===== src/rtl/mgs_pkg.sv =====
package mgs_pkg;
  typedef enum logic [2:0] {
    S_PRE  = 3'd0,
    S_ST   = 3'd1,
    S_OP   = 3'd2,
    S_PHY  = 3'd3,
    S_REG  = 3'd4,
    S_TA   = 3'd5,
    S_DAT  = 3'd6
  } frm_state_t;

  localparam logic [1:0] OPC_RD = 2'b10;
  localparam logic [1:0] OPC_WR = 2'b01;
endpackage


===== src/rtl/mgs_sync.sv =====
module mgs_sync #(
  parameter int WIDTH  = 2,
  parameter int STAGES = 2
) (
  input  logic             clk,
  input  logic             rst,
  input  logic [WIDTH-1:0] d,
  output logic [WIDTH-1:0] q
);
  logic [STAGES-1:0][WIDTH-1:0] stg;

  generate
    if (STAGES == 1) begin : g_one
      always_ff @(posedge clk) begin
        if (rst) stg <= '0;
        else     stg <= d;
      end
    end else begin : g_chain
      always_ff @(posedge clk) begin
        if (rst) stg <= '0;
        else     stg <= {stg[STAGES-2:0], d};
      end
    end
  endgenerate

  assign q = stg[STAGES-1];
endmodule


===== src/rtl/mgs_frame.sv =====
module mgs_frame
  import mgs_pkg::*;
#(
  parameter int PRE_LEN = 32,
  parameter int ADDR_W  = 5,
  parameter int DATA_W  = 16
) (
  input  logic              clk,
  input  logic              rst,
  input  logic [ADDR_W-1:0] own_addr,
  input  logic              rise,
  input  logic              fall,
  input  logic              sd,
  output logic              mdio_out,
  output logic              mdio_oe,
  output logic              rd_en,
  output logic              wr_en,
  output logic [ADDR_W-1:0] reg_addr,
  output logic [DATA_W-1:0] wdata,
  input  logic [DATA_W-1:0] rdata
);
  localparam int PRE_W = $clog2(PRE_LEN + 1);
  localparam int CNT_W = $clog2(DATA_W);
  localparam logic [PRE_W-1:0] PRE_MAX  = PRE_W'(PRE_LEN);
  localparam logic [CNT_W-1:0] LAST_DAT = CNT_W'(DATA_W - 1);
  localparam logic [CNT_W-1:0] LAST_ADR = CNT_W'(ADDR_W - 1);
  localparam logic [CNT_W-1:0] LAST_TWO = CNT_W'(1);

  frm_state_t        state;
  logic [PRE_W-1:0]  pre_cnt;
  logic [CNT_W-1:0]  bcnt;
  logic [1:0]        opc;
  logic [ADDR_W-1:0] phy_q;
  logic [DATA_W-1:0] sh;
  logic              hit;
  logic              fetch;

  always_ff @(posedge clk) begin
    if (rst) begin
      state    <= S_PRE;
      pre_cnt  <= '0;
      bcnt     <= '0;
      opc      <= '0;
      phy_q    <= '0;
      reg_addr <= '0;
      sh       <= '0;
      hit      <= 1'b0;
      fetch    <= 1'b0;
      rd_en    <= 1'b0;
      wr_en    <= 1'b0;
      wdata    <= '0;
      mdio_oe  <= 1'b0;
      mdio_out <= 1'b0;
    end else begin
      rd_en <= 1'b0;
      wr_en <= 1'b0;
      fetch <= rd_en;
      if (fetch) sh <= rdata;
      if (rise) begin
        case (state)
          S_PRE: begin
            if (sd) begin
              if (pre_cnt != PRE_MAX) pre_cnt <= pre_cnt + 1'b1;
            end else begin
              if (pre_cnt == PRE_MAX) state <= S_ST;
              pre_cnt <= '0;
            end
          end
          S_ST: begin
            bcnt  <= '0;
            state <= sd ? S_OP : S_PRE;
          end
          S_OP: begin
            opc <= {opc[0], sd};
            if (bcnt == LAST_TWO) begin bcnt <= '0; state <= S_PHY; end
            else bcnt <= bcnt + 1'b1;
          end
          S_PHY: begin
            phy_q <= {phy_q[ADDR_W-2:0], sd};
            if (bcnt == LAST_ADR) begin bcnt <= '0; state <= S_REG; end
            else bcnt <= bcnt + 1'b1;
          end
          S_REG: begin
            reg_addr <= {reg_addr[ADDR_W-2:0], sd};
            if (bcnt == LAST_ADR) begin bcnt <= '0; state <= S_TA; end
            else bcnt <= bcnt + 1'b1;
          end
          S_TA: begin
            if (bcnt == LAST_TWO) begin
              bcnt     <= '0;
              state    <= S_DAT;
              mdio_out <= 1'b0;
              hit      <= (phy_q == own_addr);
              if (opc == OPC_RD) begin
                mdio_oe <= 1'b1;
                if (phy_q == own_addr) rd_en <= 1'b1;
                else                   sh    <= '1;
              end
            end else bcnt <= bcnt + 1'b1;
          end
          S_DAT: begin
            if (opc != OPC_RD) sh <= {sh[DATA_W-2:0], sd};
            if (bcnt == LAST_DAT) begin
              bcnt    <= '0;
              state   <= S_PRE;
              mdio_oe <= 1'b0;
              if (opc == OPC_WR && hit) begin
                wr_en <= 1'b1;
                wdata <= {sh[DATA_W-2:0], sd};
              end
            end else bcnt <= bcnt + 1'b1;
          end
          default: state <= S_PRE;
        endcase
      end else if (fall && state == S_DAT && mdio_oe) begin
        mdio_out <= sh[DATA_W-1];
        sh       <= {sh[DATA_W-2:0], 1'b0};
      end
    end
  end

  assert_rd_pulse_R5: assert property (@(posedge clk) disable iff (rst)
    rd_en |=> !rd_en);
  assert_wr_pulse_R8: assert property (@(posedge clk) disable iff (rst)
    wr_en |=> !wr_en);
  assert_no_both_R9: assert property (@(posedge clk) disable iff (rst)
    !(rd_en && wr_en));
  assert_oe_from_ta_R10: assert property (@(posedge clk) disable iff (rst)
    $rose(mdio_oe) |-> $past(state) == S_TA);
  assert_out_on_edge_R6: assert property (@(posedge clk) disable iff (rst)
    !$stable(mdio_out) |-> ($past(fall) || $past(rise)));
  assert_pre_exit_R2: assert property (@(posedge clk) disable iff (rst)
    ($past(state) == S_PRE && state != S_PRE) |-> state == S_ST);
endmodule


===== src/rtl/mdio_mgmt_slave.sv =====
module mdio_mgmt_slave #(
  parameter int PRE_LEN   = 32,
  parameter int ADDR_W    = 5,
  parameter int DATA_W    = 16,
  parameter int SYNC_STGS = 2
) (
  input  logic              clk,
  input  logic              rst,
  input  logic [ADDR_W-1:0] own_phy_addr,
  input  logic              mdc_in,
  input  logic              mdio_in,
  output logic              mdio_out,
  output logic              mdio_oe,
  output logic              rp_rd_en,
  output logic              rp_wr_en,
  output logic [ADDR_W-1:0] rp_reg_addr,
  output logic [DATA_W-1:0] rp_wdata,
  input  logic [DATA_W-1:0] rp_rdata
);
  logic [1:0] sync_q;
  logic       mdc_d;
  logic       mdc_rise;
  logic       mdc_fall;

  mgs_sync #(.WIDTH(2), .STAGES(SYNC_STGS)) u_sync (
    .clk (clk),
    .rst (rst),
    .d   ({mdc_in, mdio_in}),
    .q   (sync_q)
  );

  always_ff @(posedge clk) begin
    if (rst) mdc_d <= 1'b0;
    else     mdc_d <= sync_q[1];
  end

  assign mdc_rise = sync_q[1] & ~mdc_d;
  assign mdc_fall = ~sync_q[1] & mdc_d;

  mgs_frame #(.PRE_LEN(PRE_LEN), .ADDR_W(ADDR_W), .DATA_W(DATA_W)) u_frame (
    .clk      (clk),
    .rst      (rst),
    .own_addr (own_phy_addr),
    .rise     (mdc_rise),
    .fall     (mdc_fall),
    .sd       (sync_q[0]),
    .mdio_out (mdio_out),
    .mdio_oe  (mdio_oe),
    .rd_en    (rp_rd_en),
    .wr_en    (rp_wr_en),
    .reg_addr (rp_reg_addr),
    .wdata    (rp_wdata),
    .rdata    (rp_rdata)
  );
endmodule


===== config.mk =====
export PLATFORM = sky130hd
export DESIGN_NAME = mdio_mgmt_slave
export DESIGN_NICKNAME = d
export VERILOG_FILES = /design/src/rtl/mgs_pkg.sv /design/src/rtl/mgs_sync.sv /design/src/rtl/mgs_frame.sv /design/src/rtl/mdio_mgmt_slave.sv
export SDC_FILE = /design/constraint.sdc
export NUM_CORES = 1
export LEC_CHECK = 0
export BUFFER_PORTS_ARGS = -buffer_cell sky130_fd_sc_hd__clkbuf_2
export CORE_MARGIN = 1.5
export CORE_UTILIZATION = 56
export CTS_BUF_LIST = sky130_fd_sc_hd__clkbuf_16
export CTS_CLUSTER_SIZE = 20
export DETAILED_ROUTE_END_ITERATION = 8
export PLACE_DENSITY = 0.79
export SLEW_MARGIN = 15
export SYNTH_ARGS = -nofsm -noshare
export SYNTH_HDL_FRONTEND = slang
export SYNTH_SLANG_ARGS = --single-unit

===== constraint.sdc =====
create_clock -name clk -period 2.45 [get_ports clk]
set_clock_uncertainty 0.2 [all_clocks]
set_input_delay 0.49 -clock clk [delete_from_list [all_inputs] [get_ports clk]]
set_output_delay 0.49 -clock clk [all_outputs]
set_load 0.05 [all_outputs]

==> flow_summary.toml, run 1 <==
[outcome]
status = "completed"

[logic_synthesis]
yosys_warnings = 0
yosys.cell_types.count = 55
yosys-top-cells-area = "dfxtp_1 (43%), mux2i_1 (5.4%), nand2_1 (5.0%)"
synth_top_area_share = 0.430
synth_edf_count = 0
seq_area_frac_synth = 0.430
synth_common_cells = "dfxtp_1 (68), nand2_1 (42), nor2_1 (29)"
syn_avg_cell_area_um2 = 9.07
ys_seq_elements = 68
ys_async_sr_fraction = 0
yosys.area.top_type = "dfxtp_1"
synth_cells = 349
synth.most_common_cell = "dfxtp_1"
synth.cell_area_mm2 = 0.00316
yosys_most_used_dff = "dfxtp_1"
synth_nets = 379

[global_route]
antenna_found_initial = 0
grt_max_degree = 23
grt_usage = 0.231
grt_pass1_vias = 2428
grt_pass1_wl_um = 11100
grt-ovfl-total = 0

[timing]
setup_tns_ns = 0
rsz0062_at_grt = "false"
max_slew.worst_pin.slew_ns = 0.621
relSlewSlack = 0.580
hold_viol = 0
max_freq_mhz = 472
finalSetupViolations = 0
min_period_over_period = 0.865
fin_crit_ns = 2.12
drv_slew = 0

[place]
io_buffer_count = 49
dp.cells = 458
dp_hpwl_um = 4440
place.gp.congestion = 0.752

[power_and_ir_drop]
netSwitchingFraction = 0.189
pwr-share-comb = 0.027
ir_drop_mv = 0.476
seq_power_share = 0.426
p_int_w = 0.00213
clkPwrFrac = 0.547
p_per_area_mw_per_mm2 = 694
switching_power_w = 0.000496
p_leak_nw = 1.47

[cts]
cts_resized = 0
cts_buffer_depth = 2
htreeDepth = 3
postCtsSetupBuffers = 0
cts_tree = "built"
clock_latency_ns = 0.33
cts.sink_count = 68
ctsHoldBuffers = 0
cts.reportedPaths.clkPinSlew_ns = 0.05
cts-root-buf = "clkbuf_16"
cts_made_buffers = 9

[routing]
firstDrtPassIters = 4
wl_per_cell_um = 14.0
drc = 0
ant_nets = 0
num_vias = 2637
wl_um = 6610
drt_iter0_drc = 121
drt-vias-per-instance = 5.56

[setup_path]
endpoint_kind = "register"
start_kind = "register"
required_ns = 2.47
crit_fanout = 4
criticalPathCategory = "reg2reg"
cp.arrival_ns = 2.14
r2r_cells = 7

[cells_and_area]
syn_to_final_growth_pct = 19.4
final_cells = 474
n_antenna_cell = 0
fin_nets = 427
drive_gt1_frac = 0.221

[die]
dieWidth_um = 78.2
die-area_mm2 = 0.00611
start_util = 0.578
dieHeight_um = 78.2
rows = 27
core_mm2 = 0.00547
io_pins = 50

[worst_hold_path]
hold_path.class = "in2reg"
min_delay_path_depth = 2

[flow_run]
cap_violations = 0
## final timing paths
check / startpoint / endpoint / slack [ns]
min: mdio_in / u_sync.stg[0]$_SDFF_PP0_ / 0.18
min reg2reg: u_sync.stg[0]$_SDFF_PP0_ / u_sync.q[0]$_SDFF_PP0_ / 0.24
max: u_frame.bcnt[1]$_SDFFE_PP0P_ / u_frame.bcnt[0]$_SDFFE_PP0P_ / 0.33
max reg2reg: u_frame.bcnt[1]$_SDFFE_PP0P_ / u_frame.bcnt[0]$_SDFFE_PP0P_ / 0.33
## cells in the final DEF (no fill, tap or decap), types with 2 or more instances in the layout
master and n:
a21oi_1 16, a22o_1 2, a22oi_1 2, a31oi_1 17, and3_1 3, and3b_1 2
buf_4 12, bufinv_16 3, clkbuf_16 9, clkbuf_2 49, clkinv_1 2, dfxtp_1 68
ha_1 5, inv_1 5, mux2_2 2, mux2i_1 17, nand2_1 42, nand2b_1 18
nand2b_4 2, nand3_1 13, nand3b_1 2, nand4_1 3, nor2_1 29, nor2b_1 11
nor3_1 4, nor3b_1 3, o211ai_1 15, o21a_1 2, o21ai_0 7, or3b_1 2
xnor2_1 4, xor2_1 7
## power by group through the flow
stage | sequential [W] | clock (W) | combinational [W]
2_1_floorplan | 0.00114 | 0 | 0.0000409
3_3_place_gp | 0.00114 | 0 | 0.0000691
3_5_place_dp | 0.00114 | 0 | 0.0000699
4_1_cts | 0.00112 | 0.00145 | 0.0000712
5_1_grt | 0.00112 | 0.00150 | 0.0000776
6_report | 0.00112 | 0.00143 | 0.0000708
## registers in the layout, indices dropped and copies added, names as in the netlist, 2 cells and up
name and cells:
u_frame.sh 16, u_frame.wdata 16, u_frame.pre_cnt 6, u_frame.phy_q 5, u_frame.reg_addr 5, u_frame.bcnt 4, u_frame.state 3, u_frame.opc 2
u_sync.q 2, u_sync.stg 2
## stage by stage
stage	area [um^2]	setup WS (ns)	util	hold WS, ns	total power [W]
2_1_floorplan	3160	0.478	-	0.214	0.00118
3_3_place_gp	3450	0.406	0.630	0.218	0.00121
3_5_place_dp	3450	0.357	0.630	0.230	0.00121
4_1_cts	3780	0.341	0.690	0.172	0.00264
5_1_grt	3780	0.185	0.690	0.184	0.00269
6_report	3780	0.330	0.690	0.176	0.00262
## cell families (layout without fill, tap and decap cells)
group,after synthesis,count (layout),share of synthesized area
xor+xnor,11,11,0.0304
flops,68,68,0.430
mux,19,19,0.0609
fa+ha+maj,5,5,0.0198
simple gates,145,145,0.252
compound gates,73,73,0.157
buf+inv,28,81,0.0502
## critical path, cell delays in order (launching register included)
cell	delay, ns
dfxtp_1	0.34
inv_1	0.10
ha_1	0.15
nor3b_2	0.33
o22ai_1	0.14
a211oi_2	0.37
nor4_2	0.11
mux2_2	0.28
## per-layer routing
metal,routed length [um],GRT usage,vias up
met5,0,0,-
met4,157,0.125,0
met3,289,0.0453,16
met2,3210,0.381,67
met1,2960,0.284,1229
li1,-,-,1325
## layout make-up
cell class                 count  area (um^2)
inverter                       4         15.0
clock inverter                 7          106
fill                         453         1700
sequential                    68         1360
tap                           72         90.1
timing repair buffer          61          335
multi-input combinational    253         1640
clock buffer                   9          225
Note: power is estimated with default switching activity, not from simulation.
==> run 2: changes to the inputs <==
--- a/config.mk
+++ b/config.mk
@@ -7,2 +7,3 @@
 export LEC_CHECK = 0
+export ABC_AREA = 1
 export BUFFER_PORTS_ARGS = -buffer_cell sky130_fd_sc_hd__clkbuf_2
@@ -11,3 +12,3 @@
 export CTS_BUF_LIST = sky130_fd_sc_hd__clkbuf_16
-export CTS_CLUSTER_SIZE = 20
+export CTS_CLUSTER_SIZE = 40
 export DETAILED_ROUTE_END_ITERATION = 8
==> constraint.sdc (replaced) <==
create_clock -name clk -period 2.45 [get_ports clk]
set_clock_uncertainty 0.2 [all_clocks]
set_input_delay 0.245 -clock clk [delete_from_list [all_inputs] [get_ports clk]]
set_output_delay 0.245 -clock clk [all_outputs]
set_load 0.05 [all_outputs]
==> flow_summary.toml, run 2 <==
[timing]
rsz0062_at_grt = "false"
drv_slew = 0
relSlewSlack = 0.509
max_freq_mhz = 497
min_period_over_period = 0.822
finalSetupViolations = 0
hold_viol = 0
fin_crit_ns = 2.01
setup_ws_ns = 0.437
max_slew.worst_pin.slew_ns = 0.735
hold_ws_ns = 0.111
setup_tns_ns = 0

[logic_synthesis]
synth_edf_count = 0
synth_cells = 459
ys_seq_elements = 68
synth_top_area_share = 0.421
synth.most_common_cell = "nand2_1"
synth-simple-area-share = 0.298
yosys_most_used_dff = "dfxtp_1"
seq_area_frac_synth = 0.421
yosys.cell_types.count = 25
yosys-top-cells-area = "dfxtp_1 (42%), nand2_1 (12%), nor2_1 (7.1%)"
synth_common_cells = "nand2_1 (104), dfxtp_1 (68), nor2_1 (61)"
synth_compound_gate_area_share = 0.110
synth_top_family_by_area = "simple AND/OR/NAND/NOR gates"
syn_avg_cell_area_um2 = 7.05
yosys.area_share.adder = 0.0193
synth_xor_area_frac = 0.0108
synth.cell_area_mm2 = 0.00324
yosys.area.top_type = "dfxtp_1"
yosys_warnings = 0
synth_nets = 489
synthMuxAreaShare = 0.0557
ys_async_sr_fraction = 0

[power_and_ir_drop]
ir_drop_mv = 0.471
netSwitchingFraction = 0.210
p_leak_nw = 1.92
p_per_area_mw_per_mm2 = 632
switching_power_w = 0.000509
pwr-share-comb = 0.032
clkPwrFrac = 0.508
p_int_w = 0.00192
seq_power_share = 0.460

[cells_and_area]
fin_nets = 539
n_antenna_cell = 0
stdcell_area_mm2 = 0.00384
drive_gt1_frac = 0.183
syn_to_final_growth_pct = 18.6
fillers = 454
layout_commonest_cell = "nand2_1"
layout_common_cells = "nand2_1 (104), dfxtp_1 (68), nor2_1 (61)"
multi_input_area_mm2 = 0.00160
seqCellArea_mm2 = 0.00136
top_regs = "u_frame.sh x16, u_frame.wdata x16, u_frame.pre_cnt x6"
final_cells = 586

[setup_path]
crit_slowest_cell = "dfxtp_1"
reg2reg_from = "u_frame.state[1]$_SDFFE_PP0P_"
endpoint_kind = "register"
worstPathCellList = "nand2_2 -> nor2_4 -> nand4_1 -> nand2_2 -> inv_2 -> nand2_1 -> nand3_1 -> nand2_1 -> inv_1"
r2r-end = "u_frame.sh[4]$_SDFF_PP0_"
r2r_setup_slack_ns = 0.44
criticalPathCategory = "reg2reg"
required_ns = 2.48
worstSetupEndpoint = "u_frame.sh[4]$_SDFF_PP0_"
crit_fanout = 16
crit_cells = 9
slowest_delay_ns = 0.46
start_kind = "register"
worstSetupStartpoint = "u_frame.state[1]$_SDFFE_PP0P_"
crit_buf_inv = 2
r2r_cells = 9
cpLargestDelayFamily = "simple AND/OR/NAND/NOR gates"
cp.arrival_ns = 2.04

[place]
dp_hpwl_um = 4900
place.gp.congestion = 0.883
io_buffer_count = 49
preCtsSetupSlack_ns = 0.524
dp.cells = 568
dpl_cell_area_mm2 = 0.00353

[cts]
clock_latency_ns = 0.33
ctsHoldBuffers = 2
cts_resized = 0
postCtsSetupBuffers = 0
cts-root-buf = "clkbuf_16"
cts.reportedPaths.clkPinSlew_ns = 0.06
cts_tree = "built"
cts_made_buffers = 9
cts_buffer_depth = 2
htreeDepth = 3
cts.sink_count = 68

[die]
core_mm2 = 0.00554
dieHeight_um = 79.0
dieWidth_um = 79.0
io_pins = 50
rows = 27
die-area_mm2 = 0.00624
start_util = 0.584

[global_route]
antenna_found_initial = 0
grt_busiest_layer = "met2"
grt_pass1_wl_um = 12000
grt_usage = 0.241
use_met2 = 0.379
grt_use_met3 = 0.0414
met1_usage = 0.330
grt_max_degree = 48
grt_pass1_vias = 2729
grt-ovfl-total = 0

[flow_run]
cap_violations = 0

[worst_hold_path]
hold_path.class = "in2reg"

[routing]
num_vias = 3100
drt_iter0_drc = 159
wl_um = 7230
drc = 0
ant_nets = 0
drt-vias-per-instance = 5.29
firstDrtPassIters = 5
wl_per_cell_um = 12.3

[outcome]
status = "completed"
==> run 2: power groups by stage <==
stage | sequential, W | clock (W) | combinational (W)
final | 0.00112 | 0.00123 | 0.0000784
after global routing | 0.00112 | 0.00129 | 0.0000875
after CTS | 0.00112 | 0.00125 | 0.0000787
after detailed placement | 0.00114 | 0 | 0.0000756
after global placement | 0.00114 | 0 | 0.0000750
after floorplan | 0.00114 | 0 | 0.0000420
==> run 2: area by class of cell <==
type / count / area share
clock inverters: 7 / 0.0156
inverters: 55 / 0.0538
multi-input cells: 321 / 0.416
flip-flops and latches: 68 / 0.355
repair buffers: 54 / 0.0782
clock buffers: 9 / 0.0587
well taps: 72 / 0.0235
==> run 2: how the worst min path moves through the flow <==
stage	startpoint	end	slack, ns	cells after the start
after floorplan	rst	u_frame.bcnt[1]$_SDFFE_PP0P_	0.11	1
after global placement	u_sync.stg[0]$_SDFF_PP0_	u_sync.q[0]$_SDFF_PP0_	0.19	2
after detailed placement	u_sync.stg[1]$_SDFF_PP0_	u_sync.q[1]$_SDFF_PP0_	0.20	2
after CTS	rst	u_frame.bcnt[1]$_SDFFE_PP0P_	0.11	2
after global routing	rst	u_frame.bcnt[1]$_SDFFE_PP0P_	0.14	2
final	rst	u_frame.bcnt[1]$_SDFFE_PP0P_	0.11	2
==> run 2: metal layers <==
metal  part of all wire  wire, um  vias up
met5                  0         0        -
met1               0.48      3470     1409
met3              0.052       373       10
li1                   -         -     1584
met2               0.45      3290       97
met4              0.014       102        0
==> run 2: kinds of logic after synthesis <==
family,count (synthesis)
muxes,16
xor gates and xnor gates,4
and+or+nand+nor,225
AOI/OAI and AO/OA,71
buffers and inverters,70
DFF,68
adders and majority gates,5
==> run 2: stage by stage <==
stage	utilization	total power (W)
floorplan	-	0.00118
global placement	0.638	0.00121
detailed placement	0.638	0.00121
CTS	0.693	0.00244
global route	0.693	0.00250
finish	0.693	0.00243
